File: src/rtl/evdma_pkg.sv
package evdma_pkg;

    // Control word layout, shared by the configuration port and the table
    localparam int CNT_W    = 8;
    localparam int SYNC_BIT = CNT_W;
    localparam int IRQ_BIT  = CNT_W + 1;
    localparam int LINK_LSB = CNT_W + 2;

    typedef logic [CNT_W-1:0] count_t;

    // Packed so that {irq, sync, cnt} lines up with control word bits [IRQ_BIT:0]
    typedef struct packed {
        logic   irq;
        logic   sync;
        count_t cnt;
    } ctrl_t;

    typedef enum logic [1:0] {
        SEL_SRC  = 2'd0,
        SEL_DST  = 2'd1,
        SEL_CTRL = 2'd2
    } cfg_sel_e;

    typedef enum logic [2:0] {
        ST_IDLE,
        ST_LOAD,
        ST_WAIT,
        ST_RREQ,
        ST_RRSP,
        ST_WRITE,
        ST_DONE
    } eng_state_e;

    function automatic ctrl_t decode_ctrl(input logic [IRQ_BIT:0] bits);
        return ctrl_t'(bits);
    endfunction

endpackage

File: src/rtl/evdma_desc_table.sv
module evdma_desc_table
    import evdma_pkg::*;
#(
    parameter int ADDR_W = 32,
    parameter int NDESC  = 4,
    parameter int IDX_W  = 2
) (
    input  logic              clk,
    input  logic              rst,
    input  logic              wr_en,
    input  logic [IDX_W-1:0]  wr_idx,
    input  logic [1:0]        wr_sel,
    input  logic [ADDR_W-1:0] wr_data,
    input  logic [IDX_W-1:0]  rd_idx,
    output logic [ADDR_W-1:0] rd_src,
    output logic [ADDR_W-1:0] rd_dst,
    output ctrl_t             rd_ctrl,
    output logic [IDX_W-1:0]  rd_link
);

    logic [ADDR_W-1:0] src_a  [NDESC];
    logic [ADDR_W-1:0] dst_a  [NDESC];
    ctrl_t             ctrl_a [NDESC];
    logic [IDX_W-1:0]  link_a [NDESC];

    for (genvar g = 0; g < NDESC; g++) begin : g_ent
        logic [ADDR_W-1:0] src_q;
        logic [ADDR_W-1:0] dst_q;
        ctrl_t             ctrl_q;
        logic [IDX_W-1:0]  link_q;

        // field select 0/1/2, select 3 leaves the entry untouched
        always_ff @(posedge clk) begin
            if (rst) begin
                src_q  <= '0;
                dst_q  <= '0;
                ctrl_q <= '0;
                link_q <= '0;
            end else if (wr_en && (wr_idx == IDX_W'(g))) begin
                case (cfg_sel_e'(wr_sel))
                    SEL_SRC:  src_q <= wr_data;
                    SEL_DST:  dst_q <= wr_data;
                    SEL_CTRL: begin
                        ctrl_q <= decode_ctrl(wr_data[IRQ_BIT:0]);
                        link_q <= wr_data[LINK_LSB +: IDX_W];
                    end
                    default: ;
                endcase
            end
        end

        assign src_a[g]  = src_q;
        assign dst_a[g]  = dst_q;
        assign ctrl_a[g] = ctrl_q;
        assign link_a[g] = link_q;
    end

    assign rd_src  = src_a[rd_idx];
    assign rd_dst  = dst_a[rd_idx];
    assign rd_ctrl = ctrl_a[rd_idx];
    assign rd_link = link_a[rd_idx];

endmodule

File: src/rtl/evdma_evt_latch.sv
module evdma_evt_latch (
    input  logic clk,
    input  logic rst,
    input  logic clr,
    input  logic evt,
    input  logic consume,
    output logic avail,
    output logic overrun
);

    logic pend_q;
    logic ovr_q;

    always_ff @(posedge clk) begin
        if (rst || clr) begin
            pend_q <= 1'b0;
            ovr_q  <= 1'b0;
        end else if (consume) begin
            // one event used; a simultaneous second one stays pending
            pend_q <= pend_q && evt;
        end else if (evt) begin
            if (pend_q) ovr_q <= 1'b1;
            pend_q <= 1'b1;
        end
    end

    assign avail   = pend_q || evt;
    assign overrun = ovr_q;

    AST_OVR_CAUSE: assert property (@(posedge clk) disable iff (rst)
        $rose(ovr_q) |-> $past(pend_q && evt && !consume)) else $error("overrun without a second event");

    AST_PEND_DRAIN: assert property (@(posedge clk) disable iff (rst)
        (consume && !evt) |=> !pend_q) else $error("pending flag kept after use");

endmodule

File: src/rtl/evdma_engine.sv
module evdma_engine
    import evdma_pkg::*;
#(
    parameter int ADDR_W = 32,
    parameter int DATA_W = 32,
    parameter int IDX_W  = 2
) (
    input  logic              clk,
    input  logic              rst,
    input  logic              run,
    input  logic [ADDR_W-1:0] d_src,
    input  logic [ADDR_W-1:0] d_dst,
    input  ctrl_t             d_ctrl,
    input  logic [IDX_W-1:0]  d_link,
    output logic [IDX_W-1:0]  cur_idx,
    input  logic              evt_avail,
    output logic              evt_consume,
    output logic              start_clr,
    output logic              rd_valid,
    output logic [ADDR_W-1:0] rd_addr,
    input  logic              rd_ready,
    input  logic              rsp_valid,
    input  logic [DATA_W-1:0] rsp_data,
    output logic              wr_valid,
    output logic [ADDR_W-1:0] wr_addr,
    output logic [DATA_W-1:0] wr_data,
    input  logic              wr_ready,
    output logic              irq,
    output logic              busy
);

    eng_state_e        st_q, st_n;
    logic [IDX_W-1:0]  idx_q;
    logic [IDX_W-1:0]  link_q;
    logic [ADDR_W-1:0] src_q;
    logic [ADDR_W-1:0] dst_q;
    logic [DATA_W-1:0] data_q;
    count_t            rem_q;
    logic              irqf_q;

    always_comb begin
        st_n = st_q;
        case (st_q)
            ST_IDLE:  if (run) st_n = ST_LOAD;
            ST_LOAD: begin
                if (!run)                     st_n = ST_IDLE;
                else if (d_ctrl.sync)         st_n = ST_WAIT;
                else if (d_ctrl.cnt == '0)    st_n = ST_DONE;
                else                          st_n = ST_RREQ;
            end
            ST_WAIT: begin
                if (!run)           st_n = ST_IDLE;
                else if (evt_avail) st_n = (rem_q == '0) ? ST_DONE : ST_RREQ;
            end
            ST_RREQ:  if (rd_ready)  st_n = ST_RRSP;
            ST_RRSP:  if (rsp_valid) st_n = ST_WRITE;
            ST_WRITE: begin
                if (wr_ready) begin
                    if (rem_q == count_t'(1)) st_n = ST_DONE;
                    else if (!run)            st_n = ST_IDLE;
                    else                      st_n = ST_RREQ;
                end
            end
            ST_DONE:  st_n = run ? ST_LOAD : ST_IDLE;
            default:  st_n = ST_IDLE;
        endcase
    end

    always_ff @(posedge clk) begin
        if (rst) begin
            st_q   <= ST_IDLE;
            idx_q  <= '0;
            link_q <= '0;
            src_q  <= '0;
            dst_q  <= '0;
            data_q <= '0;
            rem_q  <= '0;
            irqf_q <= 1'b0;
        end else begin
            st_q <= st_n;
            case (st_q)
                ST_IDLE: if (run) idx_q <= '0;
                ST_LOAD: begin
                    src_q  <= d_src;
                    dst_q  <= d_dst;
                    rem_q  <= d_ctrl.cnt;
                    irqf_q <= d_ctrl.irq;
                    link_q <= d_link;
                end
                ST_RRSP: if (rsp_valid) data_q <= rsp_data;
                ST_WRITE: begin
                    if (wr_ready) begin
                        src_q <= src_q + ADDR_W'(1);
                        dst_q <= dst_q + ADDR_W'(1);
                        rem_q <= rem_q - count_t'(1);
                    end
                end
                ST_DONE: idx_q <= link_q;
                default: ;
            endcase
        end
    end

    assign cur_idx     = idx_q;
    assign evt_consume = (st_q == ST_WAIT) && run && evt_avail;
    assign start_clr   = (st_q == ST_IDLE) && run;
    assign rd_valid    = (st_q == ST_RREQ);
    assign rd_addr     = src_q;
    assign wr_valid    = (st_q == ST_WRITE);
    assign wr_addr     = dst_q;
    assign wr_data     = data_q;
    assign irq         = (st_q == ST_DONE) && irqf_q;
    assign busy        = (st_q != ST_IDLE);

    AST_RD_HOLD: assert property (@(posedge clk) disable iff (rst)
        (rd_valid && !rd_ready) |=> (rd_valid && $stable(rd_addr))) else $error("read request dropped");

    AST_WR_HOLD: assert property (@(posedge clk) disable iff (rst)
        (wr_valid && !wr_ready) |=> (wr_valid && $stable(wr_addr) && $stable(wr_data))) else $error("write request changed");

    AST_ONE_READ: assert property (@(posedge clk) disable iff (rst)
        (rd_valid && rd_ready) |=> !rd_valid) else $error("second read outstanding");

    AST_IRQ_PULSE: assert property (@(posedge clk) disable iff (rst)
        irq |=> !irq) else $error("irq longer than one cycle");

    AST_NO_OVERFLOW: assert property (@(posedge clk) disable iff (rst)
        wr_valid |-> (rem_q != '0)) else $error("word count underflow");

endmodule

File: src/rtl/evsync_dma.sv
module evsync_dma
    import evdma_pkg::*;
#(
    parameter int ADDR_W = 32,
    parameter int DATA_W = 32,
    parameter int NDESC  = 4,
    localparam int IDX_W = (NDESC > 1) ? $clog2(NDESC) : 1
) (
    input  logic              clk,
    input  logic              rst,
    input  logic              run,
    input  logic              evt,
    input  logic              cfg_we,
    input  logic [IDX_W-1:0]  cfg_idx,
    input  logic [1:0]        cfg_field,
    input  logic [ADDR_W-1:0] cfg_data,
    output logic              rd_valid,
    output logic [ADDR_W-1:0] rd_addr,
    input  logic              rd_ready,
    input  logic              rsp_valid,
    input  logic [DATA_W-1:0] rsp_data,
    output logic              wr_valid,
    output logic [ADDR_W-1:0] wr_addr,
    output logic [DATA_W-1:0] wr_data,
    input  logic              wr_ready,
    output logic              irq,
    output logic              busy,
    output logic              overrun
);

    logic [IDX_W-1:0]  cur_idx;
    logic [ADDR_W-1:0] d_src;
    logic [ADDR_W-1:0] d_dst;
    ctrl_t             d_ctrl;
    logic [IDX_W-1:0]  d_link;
    logic              evt_avail;
    logic              evt_consume;
    logic              start_clr;

    evdma_desc_table #(.ADDR_W(ADDR_W), .NDESC(NDESC), .IDX_W(IDX_W)) u_table (
        .clk     (clk),
        .rst     (rst),
        .wr_en   (cfg_we),
        .wr_idx  (cfg_idx),
        .wr_sel  (cfg_field),
        .wr_data (cfg_data),
        .rd_idx  (cur_idx),
        .rd_src  (d_src),
        .rd_dst  (d_dst),
        .rd_ctrl (d_ctrl),
        .rd_link (d_link)
    );

    evdma_evt_latch u_evt (
        .clk     (clk),
        .rst     (rst),
        .clr     (start_clr),
        .evt     (evt),
        .consume (evt_consume),
        .avail   (evt_avail),
        .overrun (overrun)
    );

    evdma_engine #(.ADDR_W(ADDR_W), .DATA_W(DATA_W), .IDX_W(IDX_W)) u_eng (
        .clk         (clk),
        .rst         (rst),
        .run         (run),
        .d_src       (d_src),
        .d_dst       (d_dst),
        .d_ctrl      (d_ctrl),
        .d_link      (d_link),
        .cur_idx     (cur_idx),
        .evt_avail   (evt_avail),
        .evt_consume (evt_consume),
        .start_clr   (start_clr),
        .rd_valid    (rd_valid),
        .rd_addr     (rd_addr),
        .rd_ready    (rd_ready),
        .rsp_valid   (rsp_valid),
        .rsp_data    (rsp_data),
        .wr_valid    (wr_valid),
        .wr_addr     (wr_addr),
        .wr_data     (wr_data),
        .wr_ready    (wr_ready),
        .irq         (irq),
        .busy        (busy)
    );

endmodule

File: config.mk
export PLATFORM = sky130hd
export DESIGN_NAME = evsync_dma
export DESIGN_NICKNAME = d
export VERILOG_FILES = /design/src/rtl/evdma_pkg.sv /design/src/rtl/evdma_desc_table.sv /design/src/rtl/evdma_evt_latch.sv /design/src/rtl/evdma_engine.sv /design/src/rtl/evsync_dma.sv
export SDC_FILE = /design/constraint.sdc
export NUM_CORES = 1
export LEC_CHECK = 0
export BUFFER_PORTS_ARGS = -buffer_cell sky130_fd_sc_hd__buf_2
export CORE_MARGIN = 2
export CORE_UTILIZATION = 30
export CTS_CLUSTER_SIZE = 24
export DETAILED_ROUTE_END_ITERATION = 8
export GPL_TIMING_DRIVEN = 0
export SYNTH_ARGS = -nofsm -noshare
export SYNTH_HDL_FRONTEND = slang
export SYNTH_SLANG_ARGS = --single-unit
File: constraint.sdc
create_clock -name clk -period 2.4 [get_ports clk]
set_input_delay 0.48 -clock clk [delete_from_list [all_inputs] [get_ports clk]]
set_output_delay 0.48 -clock clk [all_outputs]
set_load 0.03 [all_outputs]
* Word level (Yosys, flattened, before mapping)
Cells that the tools add are included.
** Storage, ports and cells
- Logic and storage cells :: 130
- Register bits after elaboration :: 418
** Cells by class
- Eq/ne operators :: 17
- Add/subtract/negate cells :: 3
- Reductions and logical operators :: 37
- Bitwise logic cells :: 2
- Magnitude comparators :: 1
- Mux-type cells :: 36
** Operators with widths (number)
- two-way mux 32 bit :: 6
- binary-select mux 32 bit (select 2 bit) :: 2
- case mux 32 bit (2 select lines) :: 2
- adder 32 x 1 -> 32 bit (second input constant) :: 2
- two-way mux 3 bit :: 11
- AND reduction 2 bit :: 15
- case mux 3 bit (7 select lines) :: 1
- binary-select mux 10 bit (select 2 bit) :: 1
- two-way mux 10 bit :: 2
- zero test 8 bit :: 2
- case mux 8 bit (2 select lines) :: 1
- equality test 3 bit (second input constant) :: 3
- logical AND 1 bit :: 9
- equality test 8 x 1 -> 1 bit (second input constant) :: 1
- two-way mux 2 bit :: 4
- two-way mux 8 bit :: 1
- subtractor 8 x 1 -> 8 bit (second input constant) :: 1
- equality test 2 bit (second input constant) :: 3
- equality test 3 x 2 -> 1 bit (second input constant) :: 2
- nonzero test 2 bit :: 3
- AND reduction 5 bit :: 1
- binary-select mux 2 bit (select 2 bit) :: 1
- equality test 2 x 1 -> 1 bit (second input constant) :: 2
- zero test 2 bit :: 2
- other kinds (13) :: 18

* Logic depth before layout (Yosys ltp)
Gate-level depths: netlist of run 1.
- Depth after elaboration :: 9
- Mapped depth :: 8

* Modules after synthesis
From an unflattened synthesis of run 1, not the netlist that was laid out.
** Second synthesis, totals
- Cells, all modules :: 1968
- Area, all modules :: 19866.6 µm²
** Modules (own cells, without submodules)
- evdma_desc_table :: cells an instance 1156, instances 1, area each 13595.5 µm², seq. area each 6085.8 µm²
- evdma_engine :: cells an instance 803, instances 1, area each 6174.7 µm², seq. area each 2242.2 µm²
- evdma_evt_latch :: cells an instance 9, instances 1, area each 96.3 µm², seq. area each 40.0 µm²

* Worst setup path after synthesis of run 1
No wires, ideal clock.
- Kind :: register to register
- From :: reg u_eng.dst_q[0] (netlist: u_eng.wr_addr[0])
- To :: reg u_eng.dst_q[16] (netlist: u_eng.wr_addr[16])
- Stages on the path, launching flop included :: 7
- Data arrival time :: 2.131 ns
- Setup slack :: 0.194 ns
- Buffers on the path :: 0
- Setup time :: 0.074 ns
- Data required time :: 2.326 ns
- Clock period less this slack :: 2.206 ns
- Path through :: dfxtp_1 > ha_1 > nand3_4 > nor4_4 > nand2_1 > or4_1 > a31oi_1
** On the way
- Word-level cells in the longest chain between the ends :: 3
** RTL lines
- start: declaration :: RTL line evdma_engine.sv:36 : logic [ADDR_W-1:0] dst_q;
- start signal: assignment :: RTL line evdma_engine.sv:85 : dst_q <= d_dst;
- start signal: assignment :: RTL line evdma_engine.sv:94 : dst_q <= dst_q + ADDR_W'(1);
- adder 32 x 1 -> 32 bit :: RTL line evdma_engine.sv:94
- two-way mux 32 bit :: RTL line evdma_engine.sv:92 : if (wr_ready) begin
- case mux 32 bit (2 select lines) :: RTL line evdma_engine.sv:81 : case (st_q)
No other way between the ends. The select of a mux whose other input is x is not followed.
A chain may end at the register's enable or synchronous reset.

* Worst setup path after layout of run 1
- From :: in cfg_idx[1]
- To :: reg u_table.g_ent[0].src_q[15]
** On the way
- Word-level cells in the longest chain between the ends :: 3
** RTL lines
- start: declaration :: RTL line evsync_dma.sv:14 : input logic [IDX_W-1:0] cfg_idx,
- zero test 2 bit :: RTL line evdma_desc_table.sv:39 : end else if (wr_en && (wr_idx == IDX_W'(g))) begin
- logical AND 1 bit :: RTL line evdma_desc_table.sv:39
- AND reduction 2 bit (no line)
- end signal: assignment :: RTL line evdma_desc_table.sv:41 : SEL_SRC: src_q <= wr_data;
- end: declaration :: RTL line evdma_desc_table.sv:27 : logic [ADDR_W-1:0] src_q;
No other way between the ends.

==> impl_metrics.csv, run 1 <==
group,metric,value,unit
synthesis,synth_cell_types,67,
synthesis,synth_edf_count,0,
sta,layout_min_cycle_time,2380,ps
setup_path,crit_chain,"buf_2 > or3b_2 > nor3_1 > clkbuf_1 > nand2_1 > a21oi_1",
clock_tree,htreeDepth,2,
route,drc,0,
route,drt_first_pass_iters,7,
clock_tree,clock_path_buffers,3,
route,final_antenna_net_count,0,
setup_path,cp.arrival,2900,ps
synthesis,syn_area,0.0186,mm²
clock_tree,cts_buffers,45,
synthesis,ys_warn_count,0,
floorplanning,die_y,253,µm
finish,multi_input_area,0.00938,mm²
clock_tree,root_buffer,"clkbuf_16",
sta,skew,25.7,ps
sta,tightest_slew,1240,ps
floorplanning,core-area,0.0615,mm²
synthesis,syn_area_per_cell,8.35,µm²
global_routing,track_usage,0.218,
sta,finalHoldViolCount,0,
synthesis,synth_nets,2309,
status,outcome,"finished, final reports clean",
pwr,p_total,17.0,mW
global_routing,antenna_found_initial,3,
setup_path,crit_fanout,10,
floorplanning,io_pins,177,
setup_path,cp_slowest_cell,"nor3_1",
floorplanning,die_x,253,µm
synthesis,yosysSeqAreaShare,0.450,
sta,slew_headroom,0.164,
floorplanning,rows,91,
clock_tree,cts_tree,"built",
sta,period_share,0.992,
finish,antenna_cells,0,
floorplanning,start_util,0.302,
setup_path,critPathMaxStageDelay,960,ps
global_routing,grt_pass1_wl,105000,µm
flow_run,maxCapViolCount,0,
synthesis,synth_flop_cell,"dfxtp_1",
clock_tree,cts.sinks,418,
finish,ff_latch_area,0.00837,mm²
pwr,p_per_area,774,mW/mm²
place,gp_congestion,0.921,
global_routing,first_global_vias,16300,
finish,layout-drive-gt1-share,0.162,
clock_tree,clock_latency,600,ps
finish,fillers,6385,
route,first_iter_violations,1876,
route,dr_total_vias,17600,
finish,final_cells,3252,
route,vias_per_cell,5.41,
place,dp.final_hpwl,51400,µm
pwr,ir_drop,0.000464,V
sta,clock.fmax,420,MHz
synthesis,synthArstFlopShare,0,
global_routing,grt_max_degree,14,
place,io_buffers,154,
clock_tree,path_clk_slew,60,ps
sta,slew_violations,0,
sta,setup_viol,0,
sta,rsz0062_at_grt,"false",
setup_path,setup.worst_path.class,"primary input to register",
setup_path,crit_path_end_kind,"register",
pwr,leakagePower,7.55,nW
setup_path,worstSetupStartpointType,"primary input",
hold_path,hp-class,"primary input to register",
synthesis,synth_cells,2228,
place,placed_cells,3172,
floorplanning,die_area,0.0640,mm²
route,wl_per_cell,21.9,µm
finish,syn2layout_area_growth,17.8,%
setup_path,critPathRequiredTime,2920,ps
synthesis,ys_ff_latch,418,
global_routing,gr-total-overflow,0,
route,wirelength,71100,µm
finish,nets,2511,
-- per-layer routing --
metal  part of all wire  GRT usage  wire (µm)
met2               0.46      0.358      32900
met1               0.41      0.282      29200
met3              0.084     0.0362       5970
met5            0.00062          0         44
met4              0.042     0.0950       2970
-- state kept, by name (all words and copies together), names as in the netlist, 2 cells and up --
name                  count
u_table.g_ent.src_q     128
u_eng.link_q              2
u_table.ctrl_a           40
u_eng.cur_idx             2
u_eng.rem_q               8
u_eng.rd_addr            32
u_eng.st_q                3
u_eng.wr_data            32
u_eng.wr_addr            32
u_table.g_ent.dst_q     128
u_table.g_ent.link_q      8
-- worst max-delay path, delay by kind of cell --
kind | cells | cell delay, ps
AO/OA/AOI/OAI | 1 | 160
buffers and inverters | 2 | 660
AND/OR/NAND/NOR | 3 | 1600
-- placed cells by master, fill, tap and decap left out, drive strengths merged, types with 12 or more instances in the layout --
master    n
and3     19
mux4     76
nor3     16
a31oi    22
nand4    18
a22oi    31
o21ai    37
nand3    34
dfxtp   418
nand2   683
nor2    102
a21oi   333
buf     197
clkbuf  224
o22ai    12
mux2i    63
inv      13
-- final cells by class --
type,count,area share
multi-input cells,1600,0.428
clock inverters,10,0.00263
flip-flops and latches,418,0.382
plain buffers,195,0.0411
clock buffers,69,0.0625
well taps,790,0.0451
repair buffers,157,0.0363
inverters,13,0.00223
-- timing repair --
item	4_1_cts	5_1_grt
setup buffers	2	1
setup endpoints to repair	67	61
pin swaps	1	1
gates resized for setup	35	26
hold buffers	0	0
-- synth_stat cells, drive strengths merged (7+ instances only) --
| cell | count | area share |
|---|---|---|
| nand2 | 683 | 0.14 |
| dfxtp | 418 | 0.45 |
| a21oi | 333 | 0.090 |
| clkbuf | 154 | 0.032 |
| nor2 | 102 | 0.021 |
| mux4 | 76 | 0.092 |
| mux2i | 63 | 0.034 |
| buf | 43 | 0.012 |
| o21ai | 37 | 0.010 |
| nand3 | 34 | 0.011 |
| a22oi | 31 | 0.013 |
| a31oi | 22 | 0.0074 |
| and3 | 19 | 0.0068 |
| nand4 | 18 | 0.0061 |
| nor3 | 16 | 0.0046 |
| inv | 12 | 0.0024 |
| o22ai | 12 | 0.0040 |
| nand2b | 10 | 0.0034 |
| o31ai | 10 | 0.0040 |
| a211oi | 9 | 0.0036 |
| nor2b | 9 | 0.0030 |
| or4 | 9 | 0.0036 |
| nor4 | 8 | 0.0038 |
| o211ai | 8 | 0.0032 |
| and4 | 7 | 0.0033 |
| o31a | 7 | 0.0033 |
| o32ai | 7 | 0.0033 |
| or3 | 7 | 0.0024 |
-- logic make-up after synthesis --
logic type / share of synthesized area
mux: 0.126
compound gates: 0.156
simple gates: 0.218
fa+ha+maj: 0.00336
flops: 0.450
buf+inv: 0.0466
-- stage by stage --
stage                     hold WS [ps]  instance area [µm²]  TNS [ps]  utilization  setup WS [ps]
after floorplan                    431                18600         0            -            194
after global placement             440                20400    -95510        0.331           -653
after detailed placement           443                20400    -94970        0.331           -665
after CTS                          113                21900         0        0.356           5.86
after global routing               133                21900         0        0.356          0.363
final                              122                21900         0        0.356           19.0
-- where the power goes --
| group | internal, mW | switching, mW | leakage, nW |
|---|---|---|---|
| sequential | 7.15 | 0.209 | 3.38 |
| combinational | 0.757 | 2.00 | 3.46 |
| clock | 3.91 | 2.94 | 0.711 |
-- path summary, 6_finish.rpt --
| check | start | to | slack [ps] | cells past startpoint |
|---|---|---|---|---|
| max | cfg_idx[1] | u_table.g_ent[0].src_q[15]$_SDFFE_PP0P_ | 20 | 6 |
| min | rsp_data[23] | u_eng.wr_data[23]$_SDFFE_PP0P_ | 120 | 3 |
| max reg2reg | u_eng.rd_addr[1]$_SDFFE_PP0P_ | u_eng.rd_addr[24]$_SDFFE_PP0P_ | 100 | 7 |
| min reg2reg | u_eng.wr_data[8]$_SDFFE_PP0P_ | u_eng.wr_data[8]$_SDFFE_PP0P_ | 450 | 2 |
Note: power is estimated with default switching activity, not from simulation.
==> run 2, diff against run 1 <==
--- a/config.mk
+++ b/config.mk
@@ -7,10 +7,11 @@
 export LEC_CHECK = 0
 export BUFFER_PORTS_ARGS = -buffer_cell sky130_fd_sc_hd__buf_2
 export CORE_MARGIN = 2
-export CORE_UTILIZATION = 30
+export CORE_UTILIZATION = 50
 export CTS_CLUSTER_SIZE = 24
 export DETAILED_ROUTE_END_ITERATION = 8
 export GPL_TIMING_DRIVEN = 0
+export PLACE_DENSITY = 0.69
 export SYNTH_ARGS = -nofsm -noshare
 export SYNTH_HDL_FRONTEND = slang
 export SYNTH_SLANG_ARGS = --single-unit
==> run 2 against run 1 <==
Against the previous run: non-clock buffer count up 1; core utilization up 23 points; routed wire length down 7.8%; fmax down 0.65%; highest routed layer unchanged.
==> impl_metrics.csv, run 2 (same netlist as run 1, synthesis figures left out) <==
group,metric,value,unit
place,dp.final_hpwl,47100,µm
setup_path,crit_fanout,10,
route,vias_per_cell,6.07,
clock_tree,path_clk_slew,60,ps
setup_path,worstSetupStartpointType,"primary input",
route,wl_per_cell,22.3,µm
clock_tree,htreeDepth,2,
route,drc,0,
finish,syn2layout_area_growth,16.2,%
floorplanning,rows,70,
pwr,p_per_area,800,mW/mm²
clock_tree,cts_tree,"built",
floorplanning,die_y,197,µm
finish,final_common_cell,"nand2_1",
sta,clock.fmax,417,MHz
setup_path,critPathRequiredTime,2820,ps
setup_path,cp.arrival,2810,ps
finish,layout-drive-gt1-share,0.164,
sta,setup_viol,0,
setup_path,setup.worst_path.class,"primary input to register",
route,final_antenna_net_count,0,
clock_tree,cts_buffers,45,
status,outcome,"finished, final reports clean",
global_routing,track_usage,0.334,
sta,tightest_slew,973,ps
global_routing,met3_usage,0.0609,
route,wirelength,65500,µm
sta,slew_violations,0,
clock_tree,clock_latency,570,ps
sta,rsz0062_at_grt,"true",
floorplanning,start_util,0.508,
setup_path,reg2regPathDepth,5,
clock_tree,root_buffer,"clkbuf_16",
finish,final_cell_mix,"683 x nand2_1, 414 x dfxtp_1, 332 x a21oi_1, 179 x buf_2, 134 x clkbuf_1",
finish,design_area,0.0216,mm²
hold_path,hp-class,"primary input to register",
global_routing,grt.busiest_layer,"met2",
global_routing,grt_pass1_wl,99000,µm
sta,slew_headroom,0.347,
clock_tree,cts.sinks,418,
floorplanning,die_area,0.0387,mm²
place,io_buffers,154,
clock_tree,hold_buffers,0,
setup_path,crit_path_end_kind,"register",
global_routing,gr-total-overflow,0,
sta,skew,17.7,ps
finish,nets,2512,
pwr,leakagePower,7.61,nW
place,placed_area,0.0200,mm²
floorplanning,die_x,197,µm
global_routing,grt_use_met1,0.435,
sta,holdWs,162,ps
route,first_iter_violations,1978,
global_routing,first_global_vias,17000,
hold_path,worst_hold_path.num_cells,3,
finish,fillers,3286,
global_routing,grtUsageMet2,0.548,
pwr,ir_drop,0.000427,V
flow_run,maxCapViolCount,0,
floorplanning,core-area,0.0366,mm²
sta,period_share,0.999,
sta,layout_min_cycle_time,2400,ps
global_routing,antenna_found_initial,1,
route,dr_total_vias,17800,
floorplanning,io_pins,177,
route,drt_first_pass_iters,6,
sta,finalHoldViolCount,0,
place,gp_congestion,0.966,
global_routing,grt_max_degree,14,
clock_tree,clock_path_buffers,3,
[run 2: cell types whose count changed in the layout (fill, tap and decap cells not counted), sizes merged]
cell	delta
buf	-2
bufinv	+3
clkbuf	+2
clkinvlp	+2
diode	+1
[run 2: per-stage QoR]
step	std cells	setup TNS, ps	total power, mW	util	setup slack [ps]
5_1_grt	2935	-32.1	17.8	0.590	-32.1
3_3_place_gp	2850	-56310	10.1	0.545	-537
3_5_place_dp	2850	-64340	10.1	0.545	-538
6_report	2936	0	17.3	0.590	3.38
2_1_floorplan	2228	0	9.10	-	194
4_1_cts	2934	0	17.2	0.589	0.126
[run 2: path summary, 6_finish.rpt]
| kind | from | endpoint | slack, ps |
|---|---|---|---|
| setup / recovery | rst | u_table.g_ent[3].dst_q[17]$_SDFFE_PP0P_ | 3 |
| hold / removal | rsp_data[22] | u_eng.wr_data[22]$_SDFFE_PP0P_ | 160 |
| setup reg to reg | u_eng.wr_addr[8]$_SDFFE_PP0P_ | u_eng.wr_addr[25]$_SDFFE_PP0P_ | 70 |
| hold reg to reg | u_eng.wr_data[4]$_SDFFE_PP0P_ | u_eng.wr_data[4]$_SDFFE_PP0P_ | 450 |
[run 2: cell type report]
cell class | instances | area, µm² | area share
antenna | 1 | 2.50 | 0.000116
buffer | 196 | 888 | 0.0411
clock buffer | 68 | 1390 | 0.0641
clock inverter | 15 | 159 | 0.00735
inverter | 13 | 48.8 | 0.00226
multi-input combinational | 1600 | 9370 | 0.434
sequential | 418 | 8380 | 0.388
tap | 468 | 586 | 0.0271
timing repair buffer | 157 | 796 | 0.0368
[run 2: power by group]
group	total [mW]	switching, mW	internal, mW	leakage [nW]
Clock	7.21	2.90	4.31	0.765
Sequential	7.36	0.209	7.15	3.38
Combinational	2.71	1.96	0.750	3.46
Total	17.3	5.07	12.2	7.61
[run 2: critical path, stage by stage]
cell and delay [ps]:
buf_2 100, clkbuf_1 450, clkbuf_1 440, clkbuf_1 640
clkbuf_1 610, a21oi_1 90
[run 2: per-layer routing]
| metal | routed length [µm] | vias up |
|---|---|---|
| li1 | - | 8128 |
| met1 | 25900 | 8513 |
| met2 | 30700 | 992 |
| met3 | 6420 | 200 |
| met4 | 2510 | 2 |
| met5 | 12 | - |
[run 2: timing repair]
action / CTS / global route
setup buffers: 1 / 2
resized for setup: 23 / 31
gates cloned: 0 / 0
setup endpoints to repair: 33 / 55
pin swaps: 1 / 2
